## config.mk

```make
export PLATFORM = sky130hd
export DESIGN_NAME = mgpio_port
export DESIGN_NICKNAME = d
export VERILOG_FILES = /design/src/rtl/mgpio_pkg.sv /design/src/rtl/mgpio_masked_reg.sv /design/src/rtl/mgpio_sync.sv /design/src/rtl/mgpio_rdmux.sv /design/src/rtl/mgpio_port.sv
export SDC_FILE = /design/constraint.sdc
export NUM_CORES = 1
export LEC_CHECK = 0
export BUFFER_PORTS_ARGS = -buffer_cell sky130_fd_sc_hd__buf_2
export CORE_ASPECT_RATIO = 1.2
export CORE_MARGIN = 3
export CORE_UTILIZATION = 28
export DETAILED_ROUTE_END_ITERATION = 8
export GPL_TIMING_DRIVEN = 0
export PLACE_DENSITY = 0.51
export SLEW_MARGIN = 20
export SYNTH_ARGS = -nofsm -noshare
export SYNTH_HDL_FRONTEND = slang
export SYNTH_SLANG_ARGS = --single-unit
```

## constraint.sdc

```tcl
create_clock -name clk -period 1.95 [get_ports clk]
set_clock_uncertainty 0.1 [all_clocks]
set_input_delay 0.2925 -clock clk [delete_from_list [all_inputs] [get_ports clk]]
set_output_delay 0.2925 -clock clk [all_outputs]
set_load 0.01 [all_outputs]
```

## src/rtl/mgpio_pkg.sv

```systemverilog
package mgpio_pkg;

   // Byte offsets of the three registers
   localparam int unsigned OFS_VALUE = 'h0;
   localparam int unsigned OFS_PINS  = 'h4;
   localparam int unsigned OFS_DIR   = 'h8;

   typedef enum logic [1:0] {
      SEL_NONE  = 2'd0,
      SEL_VALUE = 2'd1,
      SEL_PINS  = 2'd2,
      SEL_DIR   = 2'd3
   } reg_sel_e;

endpackage

```

## src/rtl/mgpio_masked_reg.sv

```systemverilog
// Register updated by a masked write: upper half of the word is a change mask.
module mgpio_masked_reg #(
   parameter int unsigned          W       = 16,
   parameter int unsigned          DATA_W  = 32,
   parameter logic [W-1:0]         RST_VAL = '0
) (
   input  logic              clk,
   input  logic              rst_n,
   input  logic              wr_en,
   input  logic [DATA_W-1:0] wdata,
   output logic [W-1:0]      q
);

   localparam int unsigned MASK_LSB = DATA_W / 2;

   if (W > MASK_LSB) begin : g_bad_width
      $error("mgpio_masked_reg: W must not exceed DATA_W/2");
   end

   logic [W-1:0] wmask;
   logic [W-1:0] wval;
   logic [W-1:0] q_next;

   assign wmask = wdata[MASK_LSB +: W];
   assign wval  = wdata[W-1:0];

   for (genvar i = 0; i < W; i++) begin : g_bit
      assign q_next[i] = wmask[i] ? wval[i] : q[i];
   end

   always_ff @(posedge clk or negedge rst_n) begin
      if (!rst_n)     q <= RST_VAL;
      else if (wr_en) q <= q_next;
   end

   // reset loads the reset value
   a_r1_reset_value: assert property (@(posedge clk) !rst_n |=> (q == RST_VAL));

   // masked bits take the written value
   a_r2_masked_bits_take: assert property (@(posedge clk) disable iff (!rst_n)
      wr_en |=> ((q & $past(wmask)) == ($past(wval) & $past(wmask))));

   // unmasked bits hold
   a_r2_unmasked_bits_hold: assert property (@(posedge clk) disable iff (!rst_n)
      wr_en |=> ((q & ~$past(wmask)) == ($past(q) & ~$past(wmask))));

   // zero mask leaves register unchanged
   a_r3_zero_mask_hold: assert property (@(posedge clk) disable iff (!rst_n)
      (wr_en && (wmask == '0)) |=> $stable(q));

   // no write strobe, no change
   a_r9_idle_hold: assert property (@(posedge clk) disable iff (!rst_n)
      !wr_en |=> $stable(q));

endmodule

```

## src/rtl/mgpio_sync.sv

```systemverilog
// Multi-stage synchroniser for asynchronous pin levels.
module mgpio_sync #(
   parameter int unsigned W      = 16,
   parameter int unsigned STAGES = 2
) (
   input  logic         clk,
   input  logic         rst_n,
   input  logic [W-1:0] din,
   output logic [W-1:0] dout
);

   if (STAGES < 2 || STAGES > 4) begin : g_bad_stages
      $error("mgpio_sync: STAGES must lie in 2..4");
   end

   logic [STAGES-1:0][W-1:0] chain;

   always_ff @(posedge clk or negedge rst_n) begin
      if (!rst_n) chain <= '0;
      else        chain <= {chain[STAGES-2:0], din};
   end

   assign dout = chain[STAGES-1];

   // each stage is one edge behind the one before it
   for (genvar k = 0; k < STAGES; k++) begin : g_stage_chk
      if (k == 0) begin : g_first
         a_r6_first_stage: assert property (@(posedge clk) disable iff (!rst_n)
            $past(rst_n) |-> (chain[0] == $past(din)));
      end else begin : g_next
         a_r6_stage_step: assert property (@(posedge clk) disable iff (!rst_n)
            $past(rst_n) |-> (chain[k] == $past(chain[k-1])));
      end
   end

endmodule

```

## src/rtl/mgpio_rdmux.sv

```systemverilog
// Read-data selection with zero extension of every 16-bit source.
module mgpio_rdmux
   import mgpio_pkg::*;
#(
   parameter int unsigned W      = 16,
   parameter int unsigned DATA_W = 32
) (
   input  reg_sel_e          sel,
   input  logic [W-1:0]      value_q,
   input  logic [W-1:0]      dir_q,
   input  logic [W-1:0]      pins_q,
   output logic [DATA_W-1:0] rdata
);

   localparam int unsigned PAD_W = DATA_W - W;

   logic [W-1:0] low;

   always_comb begin
      unique case (sel)
         SEL_VALUE: low = value_q;
         SEL_PINS:  low = pins_q;
         SEL_DIR:   low = dir_q;
         default:   low = '0;
      endcase
   end

   assign rdata = {{PAD_W{1'b0}}, low};

endmodule

```

## src/rtl/mgpio_port.sv

```systemverilog
// GPIO port with masked-write output-value and direction registers.
module mgpio_port
   import mgpio_pkg::*;
#(
   parameter int unsigned PIN_W       = 16,
   parameter int unsigned DATA_W      = 32,
   parameter int unsigned ADDR_W      = 4,
   parameter int unsigned SYNC_STAGES = 2
) (
   input  logic              clk,
   input  logic              rst_n,
   input  logic [ADDR_W-1:0] reg_addr,
   input  logic              reg_wr,
   input  logic [DATA_W-1:0] reg_wdata,
   output logic [DATA_W-1:0] reg_rdata,
   input  logic [PIN_W-1:0]  pin_in,
   output logic [PIN_W-1:0]  pin_out,
   output logic [PIN_W-1:0]  pin_oe
);

   if (DATA_W < 2 * PIN_W) begin : g_bad_data_w
      $error("mgpio_port: DATA_W must be at least twice PIN_W");
   end
   if ((1 << ADDR_W) <= OFS_DIR) begin : g_bad_addr_w
      $error("mgpio_port: ADDR_W too narrow for the register offsets");
   end

   reg_sel_e          sel;
   logic              wr_value;
   logic              wr_dir;
   logic [PIN_W-1:0]  value_q;
   logic [PIN_W-1:0]  dir_q;
   logic [PIN_W-1:0]  pins_q;

   // Full-address decode: aliases of the three offsets stay unmapped
   always_comb begin
      if (reg_addr == ADDR_W'(OFS_VALUE))     sel = SEL_VALUE;
      else if (reg_addr == ADDR_W'(OFS_PINS)) sel = SEL_PINS;
      else if (reg_addr == ADDR_W'(OFS_DIR))  sel = SEL_DIR;
      else                                    sel = SEL_NONE;
   end

   assign wr_value = reg_wr && (sel == SEL_VALUE);
   assign wr_dir   = reg_wr && (sel == SEL_DIR);

   mgpio_masked_reg #(
      .W       (PIN_W),
      .DATA_W  (DATA_W),
      .RST_VAL ('0)
   ) u_value_reg (
      .clk   (clk),
      .rst_n (rst_n),
      .wr_en (wr_value),
      .wdata (reg_wdata),
      .q     (value_q)
   );

   mgpio_masked_reg #(
      .W       (PIN_W),
      .DATA_W  (DATA_W),
      .RST_VAL ('0)
   ) u_dir_reg (
      .clk   (clk),
      .rst_n (rst_n),
      .wr_en (wr_dir),
      .wdata (reg_wdata),
      .q     (dir_q)
   );

   mgpio_sync #(
      .W      (PIN_W),
      .STAGES (SYNC_STAGES)
   ) u_pin_sync (
      .clk   (clk),
      .rst_n (rst_n),
      .din   (pin_in),
      .dout  (pins_q)
   );

   mgpio_rdmux #(
      .W      (PIN_W),
      .DATA_W (DATA_W)
   ) u_rdmux (
      .sel     (sel),
      .value_q (value_q),
      .dir_q   (dir_q),
      .pins_q  (pins_q),
      .rdata   (reg_rdata)
   );

   assign pin_out = value_q;
   assign pin_oe  = dir_q;

   // writes to the read-only offset touch neither register
   a_r8_pins_write_ignored: assert property (@(posedge clk) disable iff (!rst_n)
      (reg_wr && (sel == SEL_PINS)) |=> ($stable(value_q) && $stable(dir_q)));

   // a direction write leaves the output value alone
   a_r9_dir_write_keeps_value: assert property (@(posedge clk) disable iff (!rst_n)
      wr_dir |=> $stable(value_q));

   // an output-value write leaves the direction alone
   a_r9_value_write_keeps_dir: assert property (@(posedge clk) disable iff (!rst_n)
      wr_value |=> $stable(dir_q));

   // upper half of read data is always zero
   a_r7_read_upper_zero: assert property (@(posedge clk) disable iff (!rst_n)
      (reg_rdata[DATA_W-1:PIN_W] == '0));

endmodule

```

Word level (Yosys, flattened, before mapping)
Cells that the tools add are included.
{ "totals": {"regBits": 64, "in_bits": 55, "output_inout_bits": 64} }
{ "op_classes": {"eq_ne": 5, "mux": 4, "n_reduce_logical": 35} }
{ "op_table": {"columns": ["cell", "count"], "rows": [
  ["AND reduction 2 bit", 32],
  ["case mux 16 bit (3 select lines)", 1],
  ["2-to-1 mux 2 bit", 3],
  ["== test 2 bit, second input constant", 2],
  ["== test 4 x 3 -> 1 bit, second input constant", 1],
  ["== test 4 bit, second input constant", 1],
  ["zero test 4 bit", 1],
  ["== test 2 x 1 -> 1 bit, second input constant", 1],
  ["logical AND 1 bit", 2]
]} }

Logic depth before layout (Yosys ltp)
{ "logic_depth": {"word_depth": 7, "ltp_mapped": 6} }

By module
A second synthesis with hierarchy kept.
{ "hier_totals": {"hier_cells": 209, "area_unflattened_um2": 2919.0} }
{ "by_module_without_submodules": {"columns": ["module", "n_inst", "cells_per_inst", "area_per_inst_um2", "seq_area_each_um2"], "rows": [
  ["mgpio_masked_reg", 2, 50, 700.7, 400.4],
  ["mgpio_sync", 1, 48, 920.9, 800.8],
  ["mgpio_rdmux", 1, 56, 558.0, 0.0],
  ["mgpio_port", 1, 5, 38.8, 0.0]
]} }

Worst setup path before layout
No wires, ideal clock.
{ "synth_path": {"kind": "input to register", "from": "input port reg_addr[2]", "to": "register u_value_reg.q[0]", "setup_time_ns": 0.128, "arrival_ns": 1.714, "slack_ns": 0.008, "stages": 6, "cell_sequence": "buf_6 > or4b_1 > buf_2 > buf_6 > nor3b_2 > mux2_1"} }
{ "synth_via": {"elab_chain_len": 7, "elab_cells_between_ends": 9, "cone_classes": "eq/ne: 3; mux: 3; reduce/logical: 3"} }
{ "synth_rtl": {"columns": ["item", "line_no", "text"], "rows": [
  ["start, declared", "mgpio_port.sv:12", "input logic [ADDR_W-1:0] reg_addr,"],
  ["== test 4 bit", "mgpio_port.sv:39", "else if (reg_addr == ADDR_W'(OFS_DIR)) sel = SEL_DIR;"],
  ["2-to-1 mux 2 bit", "mgpio_port.sv:39", null],
  ["2-to-1 mux 2 bit", "mgpio_port.sv:38", "else if (reg_addr == ADDR_W'(OFS_PINS)) sel = SEL_PINS;"],
  ["2-to-1 mux 2 bit (*)", "mgpio_port.sv:37", "if (reg_addr == ADDR_W'(OFS_VALUE)) sel = SEL_VALUE;"],
  ["== test 2 x 1 -> 1 bit (*)", "mgpio_port.sv:43", "assign wr_value = reg_wr && (sel == SEL_VALUE);"],
  ["logical AND 1 bit (*)", "mgpio_port.sv:43", null],
  ["AND reduction 2 bit (no line) (*)", null, null],
  ["end signal, assigned", "mgpio_masked_reg.sv:33", "else if (wr_en) q <= q_next;"],
  ["end, declared", "mgpio_masked_reg.sv:11", "output logic [W-1:0] q"]
]} }
Mark *: on every way between the ends. The rest lies on a longest branch, timed or not.
A chain may end at the register's enable or synchronous reset.

Worst setup path in the final report
{ "layout_path": {"from": "input port reg_addr[2]", "to": "output port reg_rdata[7]"} }
{ "layout_via": {"elab_chain_len": 6, "elab_cells_between_ends": 10, "cone_classes": "eq/ne: 5; mux: 4; reduce/logical: 1"} }
{ "layout_rtl": {"columns": ["item", "line_no", "text"], "rows": [
  ["== test 4 bit", "mgpio_port.sv:39", null],
  ["2-to-1 mux 2 bit", "mgpio_port.sv:39", null],
  ["2-to-1 mux 2 bit", "mgpio_port.sv:38", null],
  ["2-to-1 mux 2 bit (*)", "mgpio_port.sv:37", null],
  ["== test 2 bit / == test 2 x 1 -> 1 bit (equally long branches)", "mgpio_rdmux.sv:20", "unique case (sel)"],
  ["case mux 16 bit (3 select lines) (*)", "mgpio_rdmux.sv:20", null],
  ["end, declared", "mgpio_port.sv:15", "output logic [DATA_W-1:0] reg_rdata,"]
]} }
Marked as above.

==> reports/results.tsv <==
stage	metric	value	unit
setup_path	end_kind	output pin	
clock_network	cts_buffers	9	
die	die_h	116	um
die	rows	39	
clock_network	ctsHtreeMaxLevel	3	
yosys	synthFlopType	dfrtp_1	
yosys	synth_edf_count	0	
yosys	yosys_register_bits	64	
run_status	status	complete, no violations	
die	die_w	98.0	um
final_layout	nets	425	
die	boundaryPins	119	
setup_path	arrival	1430	ps
final_layout	layout-drive-gt1-share	51.1	%
drt	vias_per_cell	4.39	
final_layout	layout.cells.non_filler	497	
setup_path	cp_max_fo	10	
power	pwr_density_cell	938	nW/um^2
drt	drtPass1Iterations	5	
power	p_int	2840	uW
setup_path	crit_slowest_cell	clkbuf_4	
die	start_util	29.3	%
yosys	synth_cells	227	
grt	grt_pass1_wl	12000	um
placement	place_congestion	0.707	
yosys	synth_largest_area_cell	dfrtp_1	
drt	drtAntennaViolNets	0	
die	dieArea	11400	sq um
yosys	yosysMostFrequentCell	dfrtp_1	
sta	slew_headroom	44.4	%
yosys	yosys_warnings	0	
power	leakage	0.00200	uW
setup_path	path_class	in -> out	
yosys	synthTopCellsByArea	dfrtp_1 (56%), mux2_2 (8.7%), mux2i_1 (5.6%), nor3b_2 (4.4%), buf_4 (4.2%)	
worst_hold_path	hp-class	in -> reg	
sta	period_minus_slack	1820	ps
setup_path	cp-start-kind	input pin	
sta	final_max_slew_viol_count	0	
drt	drt_iter0_drc	63	
grt	grtUsageTotal	13.9	%
power	share_seq_of_total_power	41.9	%
clock_network	cts_tree	done	
placement	port_buffers	101	
sta	fmax	549	MHz
run	cap_violations	0	
clock_network	clock_latency	320	ps
sta	period_share	93.4	%
placement	dp_hpwl	5430	um
sta	setup_viol	0	
power	p_switching	968	uW
yosys	yosys.area.top_type_share	56.3	%
clock_network	clk_pin_slew_worst_paths	50	ps
setup_path	crit_required	1560	ps
clock_network	cts.path.max_buffers	2	
setup_path	critical_path_buf_inv_count	3	
grt	grt_overflow	0	
die	coreArea	9710	sq um
yosys	synthTopCellsByCount	dfrtp_1 (64), mux2_2 (22), or2_2 (17)	
yosys	syn_area	2850	sq um
grt	grt_max_degree	46	
power	total_power	3810	uW
grt	grt_pass1_vias	2284	
final_layout	syn_to_final_growth	42.8	%
power	ir_worst_vdd	0.453	mV
yosys	syn_area_per_cell	12.5	sq um
yosys	synthDistinctLibCells	19	
drt	wl	7650	um
clock_network	cts-root-buf	clkbuf_16	
sta	hold_viol_final	0	
power	swShare	25.4	%
power	p_clk_share	40.9	%
drt	wl_per_cell	15.4	um
sta	grt_setup_unrepaired	no	
yosys	synthArstFlopShare	100	%
placement	dp_cells	467	
power	combinationalPowerShare	17.2	%
sta	max_slew.worst_pin.slew	835	ps
clock_network	cts_sinks	64	
yosys	ys_seq_area_share	56.3	%
drt	vias	2180	
setup_path	path_cells	buf_6, clkbuf_4, mux2i_1, or2_2, a21oi_1, buf_2	
final_layout	n_antenna_cell	0	
setup_path	critPathTopFamily	buffers and inverters	
setup_path	max_stage_delay	290	ps
grt	antenna_found_initial	0	
drt	drc	0	
-- worst paths after layout --
kind,start,end,slack (ps),cells after the start
setup / recovery,reg_addr[2],reg_rdata[7],130,6
hold / removal,reg_wdata[5],u_value_reg.q[5]$_DFFE_PN0P_,100,2
setup reg to reg,u_value_reg.q[6]$_DFFE_PN0P_,u_value_reg.q[6]$_DFFE_PN0P_,1040,1
hold reg to reg,u_pin_sync.chain[2]$_DFF_PN0_,u_pin_sync.dout[2]$_DFF_PN0_,240,0
max in group asynchronous,rst_n,u_dir_reg.q[10]$_DFFE_PN0P_,930,3
min in group asynchronous,rst_n,u_pin_sync.chain[13]$_DFF_PN0_,290,2
-- layout by cell type (no fill, tap or decap), drive strengths merged, types with 3 or more instances in the layout --
| cell type | instances |
|---|---|
| buf | 126 |
| dfrtp | 64 |
| mux2 | 32 |
| or2 | 17 |
| dlygate4sd3 | 17 |
| mux2i | 16 |
| nand2 | 16 |
| a21oi | 16 |
| nand3 | 16 |
| conb | 16 |
| nor3b | 16 |
| clkbuf | 15 |
| clkinv | 3 |
-- sequential cells by signal, indices dropped and copies added, names as in the netlist --
name	cells
u_pin_sync.chain	16
u_value_reg.q	16
u_pin_sync.dout	16
u_dir_reg.q	16
-- power groups by stage --
| stage | Sequential [uW] | Combinational (uW) | Clock, uW |
|---|---|---|---|
| 3_5_place_dp | 1620 | 639 | 0 |
| 5_1_grt | 1620 | 725 | 1670 |
| 4_1_cts | 1600 | 671 | 1610 |
| 3_3_place_gp | 1620 | 622 | 0 |
| 6_report | 1600 | 656 | 1560 |
| 2_1_floorplan | 1670 | 270 | 0 |
-- cell type report --
cell class	count	area, sq um
Timing Repair Buffer	119	706
Buffer	28	196
Clock buffer	11	243
Clock inverter	4	45.0
Tap cell	123	154
Multi-Input combinational cell	148	1120
Sequential cell	64	1600
Fill cell	1003	5650
-- through the flow --
step	instance area (sq um)	util (%)	hold WS [ps]	setup WS, ps	setup TNS, ps
floorplan	2900	-	-103	8.04	0
global placement	3560	36.7	232	-478	-10680
detailed placement	3590	37.0	102	-478	-11330
global route	4060	41.8	107	6.02	0
finish	4060	41.8	105	129	0
CTS	4060	41.9	90.4	29.5	0
-- per-layer routing --
layer,wire (um),up-vias,GRT usage (%)
li1,-,1032,-
met5,0,-,0
met2,3770,89,24.0
met4,61,0,4.16
met3,588,5,4.00
met1,3230,1054,17.0
-- timing repair --
action	in CTS	in global routing
endpoints found under the setup margin	20	8
gates resized for setup	7	3
hold buffers	17	0
buffers inserted	0	0
endpoints found under the hold margin	35	0
-- cells by family after synthesis --
logic type             share of synthesized area (%)
muxes                                           18.3
AOI/OAI and AO/OA                               2.81
DFF                                             56.3
and+or+nand+nor                                 15.7
buffers and inverters                           6.73
other                                          0.132
(Power assumes the default switching activity.)
